$ cat src/rtl/coh_pkg.sv
package coh_pkg;
  typedef enum logic [1:0] {
    LN_INV = 2'd0,
    LN_SHR = 2'd1,
    LN_EXC = 2'd2
  } line_st_e;

  typedef enum logic [1:0] {
    SNP_RD  = 2'd0,
    SNP_OWN = 2'd1,
    SNP_INV = 2'd2,
    SNP_NOP = 2'd3
  } snp_op_e;

  typedef enum logic {
    BUS_RD  = 1'b0,
    BUS_OWN = 1'b1
  } bus_op_e;
endpackage

$ cat src/rtl/coh_line_array.sv
module coh_line_array
  import coh_pkg::*;
#(
  parameter int IDX_W = 3,
  parameter int TAG_W = 7
) (
  input  logic             clk_i,
  input  logic             rst_ni,
  input  logic [IDX_W-1:0] ra_idx_i,
  output line_st_e         ra_st_o,
  output logic [TAG_W-1:0] ra_tag_o,
  input  logic [IDX_W-1:0] rb_idx_i,
  output line_st_e         rb_st_o,
  output logic [TAG_W-1:0] rb_tag_o,
  input  logic             ua_en_i,
  input  logic [IDX_W-1:0] ua_idx_i,
  input  line_st_e         ua_st_i,
  input  logic [TAG_W-1:0] ua_tag_i,
  input  logic             ub_en_i,
  input  logic [IDX_W-1:0] ub_idx_i,
  input  line_st_e         ub_st_i
);
  localparam int LINES = 1 << IDX_W;

  line_st_e         st_arr  [LINES];
  logic [TAG_W-1:0] tag_arr [LINES];

  for (genvar g = 0; g < LINES; g++) begin : g_line
    line_st_e         st_q;
    logic [TAG_W-1:0] tag_q;

    // port a (local side) already folds in the snoop result, so it wins
    always_ff @(posedge clk_i or negedge rst_ni) begin
      if (!rst_ni) begin
        st_q  <= LN_INV;
        tag_q <= '0;
      end else if (ua_en_i && ua_idx_i == IDX_W'(g)) begin
        st_q  <= ua_st_i;
        tag_q <= ua_tag_i;
      end else if (ub_en_i && ub_idx_i == IDX_W'(g)) begin
        st_q  <= ub_st_i;
      end
    end

    assign st_arr[g]  = st_q;
    assign tag_arr[g] = tag_q;
  end

  assign ra_st_o  = st_arr[ra_idx_i];
  assign ra_tag_o = tag_arr[ra_idx_i];
  assign rb_st_o  = st_arr[rb_idx_i];
  assign rb_tag_o = tag_arr[rb_idx_i];
endmodule

$ cat src/rtl/coh_snoop_rules.sv
module coh_snoop_rules
  import coh_pkg::*;
#(
  parameter int TAG_W = 7
) (
  input  logic             valid_i,
  input  snp_op_e          op_i,
  input  logic [TAG_W-1:0] tag_i,
  input  line_st_e         st_i,
  input  logic [TAG_W-1:0] held_tag_i,
  output logic             we_o,
  output line_st_e         nst_o,
  output logic             supply_o
);
  logic match;

  always_comb begin
    match    = valid_i && (st_i != LN_INV) && (held_tag_i == tag_i);
    we_o     = 1'b0;
    nst_o    = st_i;
    supply_o = 1'b0;
    if (match) begin
      unique case (op_i)
        SNP_RD: begin
          if (st_i == LN_EXC) begin
            we_o     = 1'b1;
            nst_o    = LN_SHR;
            supply_o = 1'b1;
          end
        end
        SNP_OWN: begin
          we_o     = 1'b1;
          nst_o    = LN_INV;
          supply_o = (st_i == LN_EXC);
        end
        SNP_INV: begin
          we_o  = 1'b1;
          nst_o = LN_INV;
        end
        default: ;
      endcase
    end
  end
endmodule

$ cat src/rtl/coh_cpu_rules.sv
module coh_cpu_rules
  import coh_pkg::*;
#(
  parameter int TAG_W = 7
) (
  input  logic             req_i,
  input  logic             wr_i,
  input  logic [TAG_W-1:0] tag_i,
  input  line_st_e         st_i,
  input  logic [TAG_W-1:0] held_tag_i,
  output logic             we_o,
  output line_st_e         nst_o,
  output logic             bus_o,
  output bus_op_e          op_o,
  output logic             evict_o
);
  logic hit;
  logic dirty_victim;

  always_comb begin
    hit          = (st_i != LN_INV) && (held_tag_i == tag_i);
    dirty_victim = (st_i == LN_EXC) && (held_tag_i != tag_i);
    we_o         = 1'b0;
    nst_o        = st_i;
    bus_o        = 1'b0;
    op_o         = BUS_RD;
    evict_o      = 1'b0;
    if (req_i) begin
      if (wr_i) begin
        if (!(hit && st_i == LN_EXC)) begin
          we_o    = 1'b1;
          nst_o   = LN_EXC;
          bus_o   = 1'b1;
          op_o    = BUS_OWN;
          evict_o = dirty_victim;
        end
      end else if (!hit) begin
        we_o    = 1'b1;
        nst_o   = LN_SHR;
        bus_o   = 1'b1;
        op_o    = BUS_RD;
        evict_o = dirty_victim;
      end
    end
  end
endmodule

$ cat src/rtl/snoop_coh_ctrl.sv
module snoop_coh_ctrl
  import coh_pkg::*;
#(
  parameter int ADDR_W = 10,
  parameter int IDX_W  = 3
) (
  input  logic              clk_i,
  input  logic              rst_ni,
  input  logic              cpu_valid_i,
  input  logic              cpu_write_i,
  input  logic [ADDR_W-1:0] cpu_addr_i,
  input  logic              snp_valid_i,
  input  logic [1:0]        snp_op_i,
  input  logic [ADDR_W-1:0] snp_addr_i,
  output logic              bus_valid_o,
  output logic              bus_op_o,
  output logic [ADDR_W-1:0] bus_addr_o,
  output logic              wb_valid_o,
  output logic [ADDR_W-1:0] wb_addr_o,
  output logic              supply_o
);
  localparam int TAG_W = ADDR_W - IDX_W;

  logic [IDX_W-1:0] cpu_idx, snp_idx;
  logic [TAG_W-1:0] cpu_tag, snp_tag;
  line_st_e         a_st, b_st, snp_nst, cpu_nst, eff_st;
  logic [TAG_W-1:0] a_tag, b_tag;
  logic             snp_we, snp_sup, cpu_we, cpu_bus, cpu_evict;
  bus_op_e          cpu_op;
  logic             same_line;

  assign cpu_idx = cpu_addr_i[IDX_W-1:0];
  assign cpu_tag = cpu_addr_i[ADDR_W-1:IDX_W];
  assign snp_idx = snp_addr_i[IDX_W-1:0];
  assign snp_tag = snp_addr_i[ADDR_W-1:IDX_W];

  coh_line_array #(.IDX_W(IDX_W), .TAG_W(TAG_W)) u_array (
    .clk_i    (clk_i),
    .rst_ni   (rst_ni),
    .ra_idx_i (cpu_idx),
    .ra_st_o  (a_st),
    .ra_tag_o (a_tag),
    .rb_idx_i (snp_idx),
    .rb_st_o  (b_st),
    .rb_tag_o (b_tag),
    .ua_en_i  (cpu_we),
    .ua_idx_i (cpu_idx),
    .ua_st_i  (cpu_nst),
    .ua_tag_i (cpu_tag),
    .ub_en_i  (snp_we),
    .ub_idx_i (snp_idx),
    .ub_st_i  (snp_nst)
  );

  coh_snoop_rules #(.TAG_W(TAG_W)) u_snoop (
    .valid_i    (snp_valid_i),
    .op_i       (snp_op_e'(snp_op_i)),
    .tag_i      (snp_tag),
    .st_i       (b_st),
    .held_tag_i (b_tag),
    .we_o       (snp_we),
    .nst_o      (snp_nst),
    .supply_o   (snp_sup)
  );

  // snoop first: local side sees the post-snoop state of a shared index
  assign same_line = snp_we && (snp_idx == cpu_idx);
  assign eff_st    = same_line ? snp_nst : a_st;

  coh_cpu_rules #(.TAG_W(TAG_W)) u_cpu (
    .req_i      (cpu_valid_i),
    .wr_i       (cpu_write_i),
    .tag_i      (cpu_tag),
    .st_i       (eff_st),
    .held_tag_i (a_tag),
    .we_o       (cpu_we),
    .nst_o      (cpu_nst),
    .bus_o      (cpu_bus),
    .op_o       (cpu_op),
    .evict_o    (cpu_evict)
  );

  always_ff @(posedge clk_i or negedge rst_ni) begin
    if (!rst_ni) begin
      bus_valid_o <= 1'b0;
      bus_op_o    <= 1'b0;
      bus_addr_o  <= '0;
      wb_valid_o  <= 1'b0;
      wb_addr_o   <= '0;
      supply_o    <= 1'b0;
    end else begin
      bus_valid_o <= cpu_bus;
      wb_valid_o  <= cpu_evict;
      supply_o    <= snp_sup;
      if (cpu_bus) begin
        bus_op_o   <= cpu_op;
        bus_addr_o <= cpu_addr_i;
      end
      if (cpu_evict) wb_addr_o <= {a_tag, cpu_idx};
    end
  end
endmodule

$ cat config.mk
export PLATFORM = sky130hd
export DESIGN_NAME = snoop_coh_ctrl
export DESIGN_NICKNAME = d
export VERILOG_FILES = /design/src/rtl/coh_pkg.sv /design/src/rtl/coh_line_array.sv /design/src/rtl/coh_snoop_rules.sv /design/src/rtl/coh_cpu_rules.sv /design/src/rtl/snoop_coh_ctrl.sv
export SDC_FILE = /design/constraint.sdc
export NUM_CORES = 1
export LEC_CHECK = 0
export BUFFER_PORTS_ARGS = -buffer_cell sky130_fd_sc_hd__buf_2
export CAP_MARGIN = 20
export CORE_UTILIZATION = 60
export DETAILED_ROUTE_END_ITERATION = 10
export HOLD_SLACK_MARGIN = 0.15
export PLACE_DENSITY_LB_ADDON = 0.3
export REMOVE_ABC_BUFFERS = 1
export SKIP_LAST_GASP = 1
export SYNTH_ARGS = -nofsm -noshare
export SYNTH_HDL_FRONTEND = slang
export SYNTH_SLANG_ARGS = --single-unit
$ cat constraint.sdc
create_clock -name clk_i -period 3.91 [get_ports clk_i]
set_input_delay 0.391 -clock clk_i [delete_from_list [all_inputs] [get_ports clk_i]]
set_output_delay 0.391 -clock clk_i [all_outputs]
set_load 0.01 [all_outputs]
* Word level (Yosys, flattened, before mapping)
Cells that the tools add are included.
** Cells by class
- Order comparisons :: 2
- Equality and inequality tests :: 22
- Mux-type cells :: 51
- Bitwise operators :: 2
- Reductions and logical operators :: 36
** Operator list (number)
- $mux 2 :: 27
- $bmux 7 s3 :: 2
- $mux 7 :: 4
- $eq 3x3->1 const B :: 8
- $logic_and 1x1->1 :: 22
- $reduce_bool 2->1 :: 10
- $eq 7x7->1 :: 2
- $mux 1 :: 13
- $bmux 2 s3 :: 2
- $eq 3x2->1 const B :: 4
- $ge 4x4->1 const B :: 2
- $not 3->4 :: 2
- $ne 7x7->1 :: 1
- $eq 2x2->1 const B :: 3
- $eq 3x1->1 const B :: 2
- $logic_not 3->1 :: 2
- $pmux 1 s2 :: 2
- $pmux 2 s2 :: 1
- $eq 3x3->1 :: 1
- $eq 2x1->1 const B :: 1
- $logic_not 2->1 :: 1
- $reduce_or 2->1 :: 1
** Word-level totals
- Register bits :: 96
- Input port bits :: 27
- Output and inout bits :: 24
- Logic and storage cells :: 135

* Longest topological paths before layout
Gate-level depths: netlist (run 1).
- Depth in word-level cells :: 18
- Mapped depth :: 13

* Hierarchy
From an unflattened synthesis (run 1), not the netlist that was laid out.
** Second synthesis, totals
- Cells, all modules :: 372
- Area, all modules :: 5480.3 µm²
** By module, submodules not included
- coh_line_array :: times used 1, cells each 268, area an instance 4180.3 µm²
- snoop_coh_ctrl :: times used 1, cells each 53, area an instance 902.1 µm²
- coh_cpu_rules :: times used 1, cells each 26, area an instance 201.4 µm²
- coh_snoop_rules :: times used 1, cells each 25, area an instance 196.4 µm²

* Worst setup path after synthesis (run 1)
Ideal clock, no wire load.
- Path type :: input to register
- Start :: input cpu_addr_i[1]
- End :: register u_array.g_line[7].tag_q[2]
- Library setup time :: 0.125 ns
- Data arrival time :: 2.676 ns
- Data required time :: 3.785 ns
- Slack :: 1.109 ns
- Cell stages on the path :: 10
- Cells stage by stage :: buf_4 > mux4_2 > mux2i_1 > xor2_1 > nand3_1 > nor4_4 > a21boi_1 > buf_6 > o2111ai_4 > mux2_4
** On the way
- Word-level cells in the longest chain between the ends :: 12
** RTL lines
- start: declaration :: line snoop_coh_ctrl.sv:11 : input logic [ADDR_W-1:0] cpu_addr_i,
- $not 3->4 (not written as such) :: line coh_line_array.sv:49, coh_line_array.sv:50
- $bmux 2 s3 :: line coh_line_array.sv:49 : assign ra_st_o = st_arr[ra_idx_i];
- $mux 2 (not written as such) (2 in series) :: line coh_line_array.sv:49
- $mux 2 :: line snoop_coh_ctrl.sv:68 : assign eff_st = same_line ? snp_nst : a_st;
- $reduce_bool 2->1 :: line coh_cpu_rules.sv:21 : hit = (st_i != LN_INV) && (held_tag_i == tag_i);
- $logic_and 1x1->1 :: line coh_cpu_rules.sv:21
- $logic_and 1x1->1 :: line coh_cpu_rules.sv:30 : if (!(hit && st_i == LN_EXC)) begin
- $mux 1 :: line coh_cpu_rules.sv:30
- $mux 1 :: line coh_cpu_rules.sv:29 : if (wr_i) begin
- $mux 1 :: line coh_cpu_rules.sv:28 : if (req_i) begin
- $logic_and 1x1->1 (*) :: line coh_line_array.sv:37 : end else if (ua_en_i && ua_idx_i == IDX_W'(g)) begin
- end signal: assignment :: line coh_line_array.sv:39 : tag_q <= ua_tag_i;
- end: declaration :: line coh_line_array.sv:30 : logic [TAG_W-1:0] tag_q;
Every way passes the cells marked *; elsewhere a longest branch is shown, timed or not. The select of a mux whose other input is x is not followed.
A chain may end at the register's enable or synchronous reset.

* Worst setup path after layout (run 1)
- Start :: input cpu_addr_i[0]
- End :: register u_array.g_line[7].tag_q[1]
The elaborated chain is that of the path after synthesis.

==> results of run 1 <==
how the worst min path moves through the flow:
stage / startpoint / to / slack (ns) / cells after the start
detailed placement: wb_addr_o[0] / wb_addr_o[0] / 0.47 / 1
finish: rst_ni / u_array.g_line[0].st_q[1] / 0.1 / 1
CTS: rst_ni / u_array.g_line[0].st_q[1] / 0.15 / 1
global route: rst_ni / u_array.g_line[2].st_q[1] / 0.17 / 1
global placement: wb_addr_o[7] / wb_addr_o[7] / 0.46 / 1
floorplan: rst_ni / bus_addr_o[0] / 0.1 / 0
metal layers:
layer,wire length [um],vias up,track usage
li1,-,1966,-
met5,0,-,0
met3,1020,33,0.0438
met4,378,0,0.130
met2,6980,189,0.475
met1,6710,2256,0.452
synthesized netlist by cell type (all sizes together) (2+ instances only):
master | number | area, um^2
mux2 | 116 | 1360
clkbuf | 10 | 37.5
and2 | 3 | 18.8
or2 | 2 | 12.5
a32oi | 4 | 35.0
xnor2 | 2 | 17.5
nand2b | 5 | 31.3
dfrtp | 96 | 2400
nor3 | 10 | 60.1
ha | 3 | 37.5
o2bb2ai | 8 | 70.1
nand4b | 4 | 50.1
o22ai | 20 | 139
nand3 | 6 | 30.0
o21ai | 16 | 125
a22oi | 3 | 22.5
nor4 | 8 | 103
nand4 | 6 | 43.8
a21boi | 3 | 22.5
o211ai | 6 | 87.6
a2bb2oi | 9 | 78.8
a211oi | 3 | 27.5
inv | 16 | 60.1
o22a | 6 | 52.6
o21a | 2 | 15.0
o2111ai | 4 | 70.1
nand2 | 18 | 67.6
mux2i | 26 | 260
mux4 | 8 | 180
nor2b | 9 | 56.3
buf | 24 | 176
nor2 | 18 | 70.1
xor2 | 6 | 67.6
or3 | 6 | 37.5
flip-flops by register name (all words and copies together), names as in the netlist:
name	cells
supply_o	1
wb_addr_o	10
wb_valid_o	1
bus_addr_o	10
bus_op_o	1
bus_valid_o	1
u_array.g_line.st_q	16
u_array.g_line.tag_q	56
cell families (layout without fill, tap and decap cells):
| group | count (synthesis) | count (layout) | share of synthesized area |
|---|---|---|---|
| mux | 150 | 150 | 0.299 |
| simple gates | 98 | 98 | 0.100 |
| flops | 96 | 96 | 0.399 |
| compound gates | 92 | 92 | 0.136 |
| buf+inv | 50 | 98 | 0.0455 |
| xor+xnor | 8 | 8 | 0.0141 |
| fa+ha+maj | 3 | 3 | 0.00623 |
layout make-up:
cell class | instances | share of cell area
Sequential cell | 96 | 0.365
Multi-Input combinational cell | 351 | 0.511
Inverter | 16 | 0.00912
Clock buffer | 9 | 0.0188
Timing Repair Buffer | 66 | 0.0623
Tap cell | 133 | 0.0253
Clock inverter | 7 | 0.00912
where the power goes:
| group | internal (mW) | switching (mW) | total (mW) |
|---|---|---|---|
| logic | 0.492 | 0.476 | 0.968 |
| clock network | 0.243 | 0.378 | 0.621 |
| registers | 1.22 | 0.173 | 1.39 |
| total | 1.96 | 1.03 | 2.98 |
per-stage QoR:
| step | area [um^2] | setup WS, ns |
|---|---|---|
| after floorplan | 5810 | -0.0758 |
| after global placement | 6400 | 0.242 |
| after detailed placement | 6400 | 0.119 |
| after CTS | 6590 | 0.523 |
| after global routing | 6590 | 0.295 |
| final | 6590 | 0.524 |
==> metrics.md, run 1 <==
| Metric | Value |
|---|---|
| Slowest-stage cell, CP | a21boi_2 |
| I/O pin count | a little over 50 |
| Most frequent cells in the layout | dfrtp_1, mux2_2, buf_2 |
| CTS tree | yes |
| Wire per inst | roughly 22 um |
| Dpl hpwl | approximately 11 mm |
| Critical path type | input pin to flop |
| Asr flop ratio synth | 1.00 |
| Number of synthesized flops with an enable pin | 0 |
| H-tree Lvls | 3 |
| Relative slew slack | 0.314 |
| Nets | 570 |
| Total power | around 3.0 mW |
| CP arrival | 3.64 ns |
| Reg-to-reg endpoint | u_array.g_line[7].tag_q[1] |
| Synth unique cells | roughly 70 |
| CP required | between 4 and 5 ns |
| Cts hold-fix bufs | 0 |
| Mean post-synth cell area | 12.1 um^2 |
| Most common cell after layout, fill and taps aside | dfrtp_1 |
| CORE AREA | around 0.01 mm^2 |
| Count of final hold-check violations | 0 |
| Tot GR Track Use | 0.313 |
| Cells after DPL | 662 |
| Core Rows | 36 |
| Vias | 4444 |
| Yosys reg bits | 96 |
| Primary FF master, synth | dfrtp_1 |
| Final WL | roughly 15 mm |
| Critical Path Fanout Max | 10 |
| DIE HEIGHT | around 100 um |
| Antenna Violating Nets Remaining | 0 |
| Total CTS buffers | 9 |
| Fmax | about 0.30 GHz |
| Antenna violations before repair | 0 |
| Min Tclk post-route | about 3.4 ns |
| CP Buf/Inv Count | 1 |
| Worst setup SP type | input pin |
| Post_cts resized | 0 |
| Die Area | 0.0104 mm^2 |
| Synthesized area | 0.00602 mm^2 |
| Mapped Cells | slightly below 500 |
| Share of cells above drive strength 1 | 0.402 |
| Pre-Repair DR Iteration Count | 4 |
| Leak | ~2.8 nW |
| R2R setup slack | about 0.61 ns |
| Run status | completed |
| Final TNS setup | 0 ns |
| Max Root-Sink Buffers | 2 |
| Clk_lat worst skew | ~0.38 ns |
| Final core occ | 0.677 |
| Worst-Margin Slew | a little over 1 ns |
| Fillcell total | 754 |
| Post-route DRC | 0 |
| Largest net degree at the start of global routing | 70 |
| Launching point of the worst reg2reg path | u_array.g_line[7].tag_q[2] |
| Max Cap Viol | 0 |
| Number of cells on the critical path | 9 |
| Max-slew violation count | 0 |
| Die X-Extent | a little over 100 um |
| CTS Sinks | between 90 and 100 |
| FF/Latch Area | between 0.002 and 0.0025 mm^2 |
| CTS Root Cell | clkbuf_8 |
| Crit-path leading delay family | compound AO/OA/AOI/OAI gates |
| GRT overflow | 0 |
| R2R depth | 7 |
| Yosys Warn Count | 0 |
| Drt first-iter violations | about 290 |
| Final Cycle Share | 0.866 |
| HP Class | input pin to async pin |
| Peak supply drop | about 0.34 mV |
| Skew final | around 0.019 ns |
| Vias in the first global route | ~4400 |
| Final setup viols | 0 |
| Area grow syn2layout | 9.37% |
| PD cells | 453 mW/mm^2 |
| Gp weighted congestion | approximately 0.9 |
| Worst Hold Slack | approximately 0.098 ns |
| Drt via density | about 6.6 |
| Setup bufs post-CTS | 0 |
| Starting Density | 0.619 |
| Worst setup path startpoint | cpu_addr_i[0] |
| CP Capture Type | flop |
| # port buffers | 50 |
| RSZ-0062 raised after global routing | no |
| Register area share after synthesis | 0.399 |
| First-pass GRT wire length | approximately 24 mm |
| Fin cells | slightly below 700 |
| Area of the multi-input gates | roughly 0.0034 mm^2 |
| CP peak stage delay | a little over 0.8 ns |
| Setup crit end | u_array.g_line[7].tag_q[1] |
| CP cell instances | buf_2 > nand2b_1 > o22ai_1 > or3_1 > nand4_1 > nor4_4 > a21boi_2 > o2111ai_4 > mux2_4 |
| Antenna diode count | 0 |
| Clk slew on worst S/H paths | 0.11 ns |
(Power assumes the default switching activity.)
==> run 2: changes to the inputs <==
--- a/config.mk
+++ b/config.mk
@@ -7,6 +7,7 @@
 export LEC_CHECK = 0
 export BUFFER_PORTS_ARGS = -buffer_cell sky130_fd_sc_hd__buf_2
 export CAP_MARGIN = 20
+export CORE_ASPECT_RATIO = 0.75
 export CORE_UTILIZATION = 60
 export DETAILED_ROUTE_END_ITERATION = 10
 export HOLD_SLACK_MARGIN = 0.15
==> run 2 against run 1 <==
First-iteration DRC count increased by 67%. Clock skew is 0.011 ns lower. Clock power is 54% higher. Cell count increased by 0.44%. Worst setup slack worse by 0.34 ns. Via count increased by 2.0%. Routed wire length up 10%. Critical endpoint is now bus_addr_o[8].
==> metrics.md, run 2 (same netlist as run 1, synthesis figures left out) <==
| Metric | Value |
|---|---|
| Run status | completed |
| Count of final hold-check violations | 0 |
| Die X-Extent | ~120 um |
| FF/Latch Area | ~0.0024 mm^2 |
| Vias in the first global route | about 4300 |
| Final WL | ~17 mm |
| Critical Path Fanout Max | 19 |
| Clock power frac | 0.286 |
| Antenna Violating Nets Remaining | 0 |
| Clk slew on worst S/H paths | around 0.080 ns |
| Area of the multi-input gates | between 0.003 and 0.004 mm^2 |
| Vias | approximately 4500 |
| Clk_lat worst skew | roughly 0.35 ns |
| Setup slack at placement | -0.180 ns |
| First-pass GRT wire length | between 20 and 30 mm |
| Largest Register | u_array.g_line.tag_q |
| Share of cells above drive strength 1 | 0.406 |
| Gate power share | 0.293 |
| Largest net degree at the start of global routing | 74 |
| Reg power frac | 0.421 |
| Max Cap Viol | 0 |
| Sw frac | 0.336 |
| Post-route DRC | 0 |
| Gp weighted congestion | ~1 |
| Wire per inst | 24.4 um |
| Antenna violations before repair | 0 |
| Internal power | around 2.2 mW |
| CTS tree | yes |
| Pre-Repair DR Iteration Count | 5 |
| Cts hold-fix bufs | 0 |
| CTS Sinks | 96 |
| Most common cell after layout, fill and taps aside | dfrtp_1 |
| Top Registers | u_array.g_line.tag_q: 56 flops, u_array.g_line.st_q: 16 flops |
| CORE AREA | between 0.009 and 0.01 mm^2 |
| CP required | 4.14 ns |
| Die Area | ~0.010 mm^2 |
| Core Rows | 31 |
| CP arrival | approximately 4.0 ns |
| GRT overflow | 0 |
| Worst setup SP type | input pin |
| DIE HEIGHT | between 80 and 90 um |
| Max Root-Sink Buffers | 2 |
| Peak supply drop | 0.341 mV |
| Area grow syn2layout | 12.0% |
| Antenna diode count | 0 |
| PD cells | between 400 and 500 mW/mm^2 |
| Fillcell total | 722 |
| Tot GR Track Use | 0.334 |
| Worst-Margin Slew | 1.11 ns |
| Post_cts resized | 0 |
| Final Cycle Share | 0.954 |
| Max-slew violation count | 0 |
| RSZ-0062 raised after global routing | no |
| H-tree Lvls | 3 |
| I/O pin count | 51 |
| DP Area | between 0.006 and 0.007 mm^2 |
| CP Capture Type | flop |
| Min Tclk post-route | ~3.7 ns |
| Largest register FFs | 56 |
| Relative slew slack | 0.256 |
| Nets | approximately 570 |
| # port buffers | 50 |
| Setup WS post-layout | approximately 0.18 ns |
| R2R setup slack | between 0.5 and 0.6 ns |
| Starting Density | 0.621 |
| Drt via density | between 6 and 7 |
| HP Class | input pin to async pin |
| Fmax | 0.268 GHz |
| Launching point of the worst reg2reg path | u_array.g_line[5].tag_q[6] |
| Final setup viols | 0 |
| Total power | 3.36 mW |
| Critical path type | input pin to flop |
| Skew final | 0.00790 ns |
| Switching Power | ~1.1 mW |
| CTS Root Cell | clkbuf_16 |
| Most frequent cells in the layout | dfrtp_1, mux2_2, buf_2 |
| R2R depth | 8 |
| Dpl hpwl | 11.5 mm |
| Total CTS buffers | 9 |
| Drt first-iter violations | just under 500 |
| Leak | 2.86 nW |
| Finished Cell Area | approximately 0.0067 mm^2 |
| Setup bufs post-CTS | 0 |
| Reg-to-reg endpoint | bus_addr_o[8] |
## run 2: cell count changes in the layout (fill, tap and decap cells not counted), sizes merged
| cell | change |
|---|---|
| inv | -1 |
| clkinv | +1 |
| buf | +4 |
| bufinv | +1 |
| clkinvlp | -1 |
## run 2: area by class of cell
| class | instances | area share |
|---|---|---|
| Clock buffer | 9 | 0.0334 |
| Clock inverter | 7 | 0.0143 |
| Inverter | 16 | 0.00890 |
| Multi-Input combinational cell | 351 | 0.500 |
| Sequential cell | 96 | 0.356 |
| Tap cell | 132 | 0.0245 |
| Timing Repair Buffer | 70 | 0.0634 |
## run 2: power groups by stage
stage	clock, mW	sequential (mW)	combinational (mW)
2_1_floorplan	0	1.38	0.623
3_3_place_gp	0	1.41	0.932
3_5_place_dp	0	1.42	0.965
4_1_cts	0.967	1.40	0.976
5_1_grt	1.01	1.43	1.06
6_report	0.959	1.42	0.984
## run 2: metrics by stage
stage | hold WS, ns | cells | util | TNS [ns]
after global placement | 0.469 | 665 | 0.662 | -1.78
final | 0.160 | 681 | 0.696 | 0
after global routing | 0.259 | 681 | 0.696 | 0
after detailed placement | 0.474 | 665 | 0.662 | -3.87
after CTS | 0.212 | 681 | 0.695 | 0
after floorplan | 0.0954 | 463 | - | -1.61
## run 2: worst max-delay path, stage by stage
cell and delay (ns):
buf_2 0.42, or2_0 0.55, o22ai_1 0.23, o21ai_0 0.25, nand4_1 0.22, nor4_4 0.52
a21boi_4 0.27, nor2_2 0.68, mux2_1 0.40
## run 2: per-layer routing
metal,share of wire,global-route usage,up-vias
li1,-,-,1976
met2,0.43,0.491,244
met1,0.45,0.482,2286
met3,0.10,0.0973,28
met4,0.016,0.0932,0
met5,0,0,-
## run 2: worst max-delay path by stage
stage | startpoint | endpoint | slack (ns)
after global placement | cpu_addr_i[1] | u_array.g_line[5].tag_q[4] | -0.13
after global routing | cpu_addr_i[1] | bus_addr_o[8] | 0.05
after floorplan | snp_addr_i[1] | u_array.g_line[7].tag_q[0] | -0.08
after CTS | cpu_addr_i[1] | u_array.g_line[5].tag_q[5] | 0.17
final | cpu_addr_i[1] | bus_addr_o[8] | 0.18
after detailed placement | cpu_addr_i[1] | u_array.g_line[5].tag_q[5] | -0.18
==> run 3: changes to the inputs <==
--- a/config.mk
+++ b/config.mk
@@ -8,7 +8,7 @@
 export BUFFER_PORTS_ARGS = -buffer_cell sky130_fd_sc_hd__buf_2
 export CAP_MARGIN = 20
 export CORE_ASPECT_RATIO = 0.75
-export CORE_UTILIZATION = 60
+export CORE_UTILIZATION = 25
 export DETAILED_ROUTE_END_ITERATION = 10
 export HOLD_SLACK_MARGIN = 0.15
 export PLACE_DENSITY_LB_ADDON = 0.3
==> run 3 against run 2 <==
Power decreased by 3.6%. Routed wire length increased by 9.7%. Sequential cell count unchanged. Via count decreased by 2.6%. Clock-buffer cell count increased by 2. Maximum frequency increased by 7.5%. Clock power decreased by 14%. Critical path type unchanged. Critical path depth increased by 1.
==> metrics.md, run 3 (same netlist as run 1, synthesis figures left out) <==
| Metric | Value |
|---|---|
| Run status | completed |
| Die X-Extent | 181 um |
| Slowest-stage cell, CP | or4_1 |
| HP Class | input pin to async pin |
| Worst-Margin Slew | around 1.0 ns |
| Launching point of the worst reg2reg path | u_array.g_line[5].tag_q[2] |
| Most frequent cells in the layout | dfrtp_1, mux2_2, buf_2 |
| Clk_lat worst skew | about 0.36 ns |
| CP cell instances | buf_2 > buf_4 > mux2_2 > o22ai_1 > a2111o_1 > a21boi_0 > nand4b_1 > or4_1 > mux2_2 > o2bb2ai_1 |
| Fin cells | between 800 and 900 |
| Fillcell total | 2401 |
| Worst setup SP type | input pin |
| H-tree Lvls | 3 |
| GRT overflow | 0 |
| Relative slew slack | 0.314 |
| Reg-to-reg endpoint | u_array.g_line[5].tag_q[4] |
| Post_cts resized | 0 |
| RSZ-0062 raised after global routing | no |
| Clk slew on worst S/H paths | about 0.060 ns |
| Max-slew violation count | 0 |
| Largest register FFs | 56 |
| Final core occ | 0.297 |
| Number of cells on the critical path | 10 |
| Post-route DRC | 0 |
| CTS Sinks | between 90 and 100 |
| Final Cycle Share | 0.887 |
| Setup crit end | u_array.g_line[7].st_q[0] |
| Cts hold-fix bufs | 0 |
| Setup bufs post-CTS | 0 |
| Total CTS buffers | 9 |
| Vias in the first global route | between 4000 and 5000 |
| Final WL | ~18 mm |
| Critical Path Fanout Max | 29 |
| Share of cells above drive strength 1 | 0.408 |
| Antenna Violating Nets Remaining | 0 |
| Vias | 4417 |
| Die Area | around 0.025 mm^2 |
| First-pass GRT wire length | 28.4 mm |
| R2R setup slack | between 0.6 and 0.7 ns |
| Critical path type | input pin to flop |
| Nets | approximately 580 |
| CP required | just over 4 ns |
| CP peak stage delay | between 0.7 and 0.8 ns |
| Count of final hold-check violations | 0 |
| Peak supply drop | around 0.20 mV |
| Wire per inst | 21.4 um |
| Tot GR Track Use | 0.154 |
| Drt via density | between 5 and 6 |
| Top cell by count, worst path | mux2_2 |
| Gp weighted congestion | 0.909 |
| R2R depth | 7 |
| Drt first-iter violations | 324 |
| CORE AREA | 0.0233 mm^2 |
| Antenna violations before repair | 0 |
| Final setup viols | 0 |
| Fmax | just under 0.3 GHz |
| CP Buf/Inv Count | 2 |
| CP Capture Type | flop |
| Largest Register | u_array.g_line.tag_q |
| CP arrival | ~3.7 ns |
| Min Tclk post-route | roughly 3.5 ns |
| Area grow syn2layout | 15.1% |
| Largest net degree at the start of global routing | 68 |
| Most common cell after layout, fill and taps aside | dfrtp_1 |
| Top Registers | u_array.g_line.tag_q: 56 flops, u_array.g_line.st_q: 16 flops |
| PD cells | approximately 470 mW/mm^2 |
| Max Cap Viol | 0 |
| Pre-Repair DR Iteration Count | 5 |
| Cells after DPL | 838 |
| Crit-path leading delay family | buffers and inverters |
| Leak | 2.84 nW |
| Worst setup path startpoint | snp_addr_i[1] |
| Starting Density | 0.258 |
| Dpl hpwl | around 13 mm |
| CTS Root Cell | clkbuf_16 |
| CTS tree | yes |
| # port buffers | 50 |
| I/O pin count | 51 |
| Antenna diode count | 0 |
| DIE HEIGHT | roughly 140 um |
| Skew final | between 0.006 and 0.007 ns |
| Max Root-Sink Buffers | 2 |
| Core Rows | 48 |
## run 3: cell type report
cell class / count / area [um^2] / share of cell area
multi-input combinational: 351 / 3360 / 0.485
clock buffer: 11 / 243 / 0.0350
sequential: 96 / 2400 / 0.347
inverter: 16 / 60.1 / 0.00867
clock inverter: 3 / 20.0 / 0.00289
tap: 300 / 375 / 0.0542
timing repair buffer: 75 / 465 / 0.0672
## run 3: worst min-delay path by stage
stage | endpoint | cells after the start | slack, ns
2_1_floorplan | bus_addr_o[0] | 0 | 0.1
3_3_place_gp | wb_addr_o[2] | 1 | 0.47
3_5_place_dp | wb_addr_o[4] | 1 | 0.47
4_1_cts | wb_valid_o | 1 | 0.19
5_1_grt | bus_valid_o | 1 | 0.24
6_report | bus_valid_o | 1 | 0.16
## run 3: report_power, final
| part | switching, mW | internal [mW] |
|---|---|---|
| clock | 0.385 | 0.441 |
| combinational | 0.511 | 0.506 |
| sequential | 0.173 | 1.22 |
## run 3: routing by layer
layer,part of all wire,GRT usage,wire length (um),up-vias
li1,-,-,-,1980
met1,0.51,0.228,9220,2270
met2,0.40,0.217,7390,155
met3,0.077,0.0466,1410,12
met4,0.013,0.0363,232,0
met5,0,0,0,-
## run 3: worst reg2reg max path, stage by stage (launching register included)
cell	delay (ns)
dfrtp_1	0.41
mux4_2	0.47
o21ai_1	0.35
xnor2_1	0.23
nor4_4	0.09
a21boi_2	0.82
o2111ai_4	0.41
mux2_4	0.41
## run 3: metrics by stage
stage / setup TNS (ns) / power [mW] / setup slack [ns] / area [um^2] / hold WS [ns]
after detailed placement: 0 / 2.42 / 0.103 / 6670 / 0.469
final: 0 / 3.24 / 0.443 / 6930 / 0.160
after floorplan: -1.61 / 2.00 / -0.0758 / 5810 / 0.0954
after global placement: 0 / 2.40 / 0.0922 / 6670 / 0.469
after CTS: 0 / 3.27 / 0.480 / 6930 / 0.191
after global routing: 0 / 3.41 / 0.242 / 6930 / 0.240
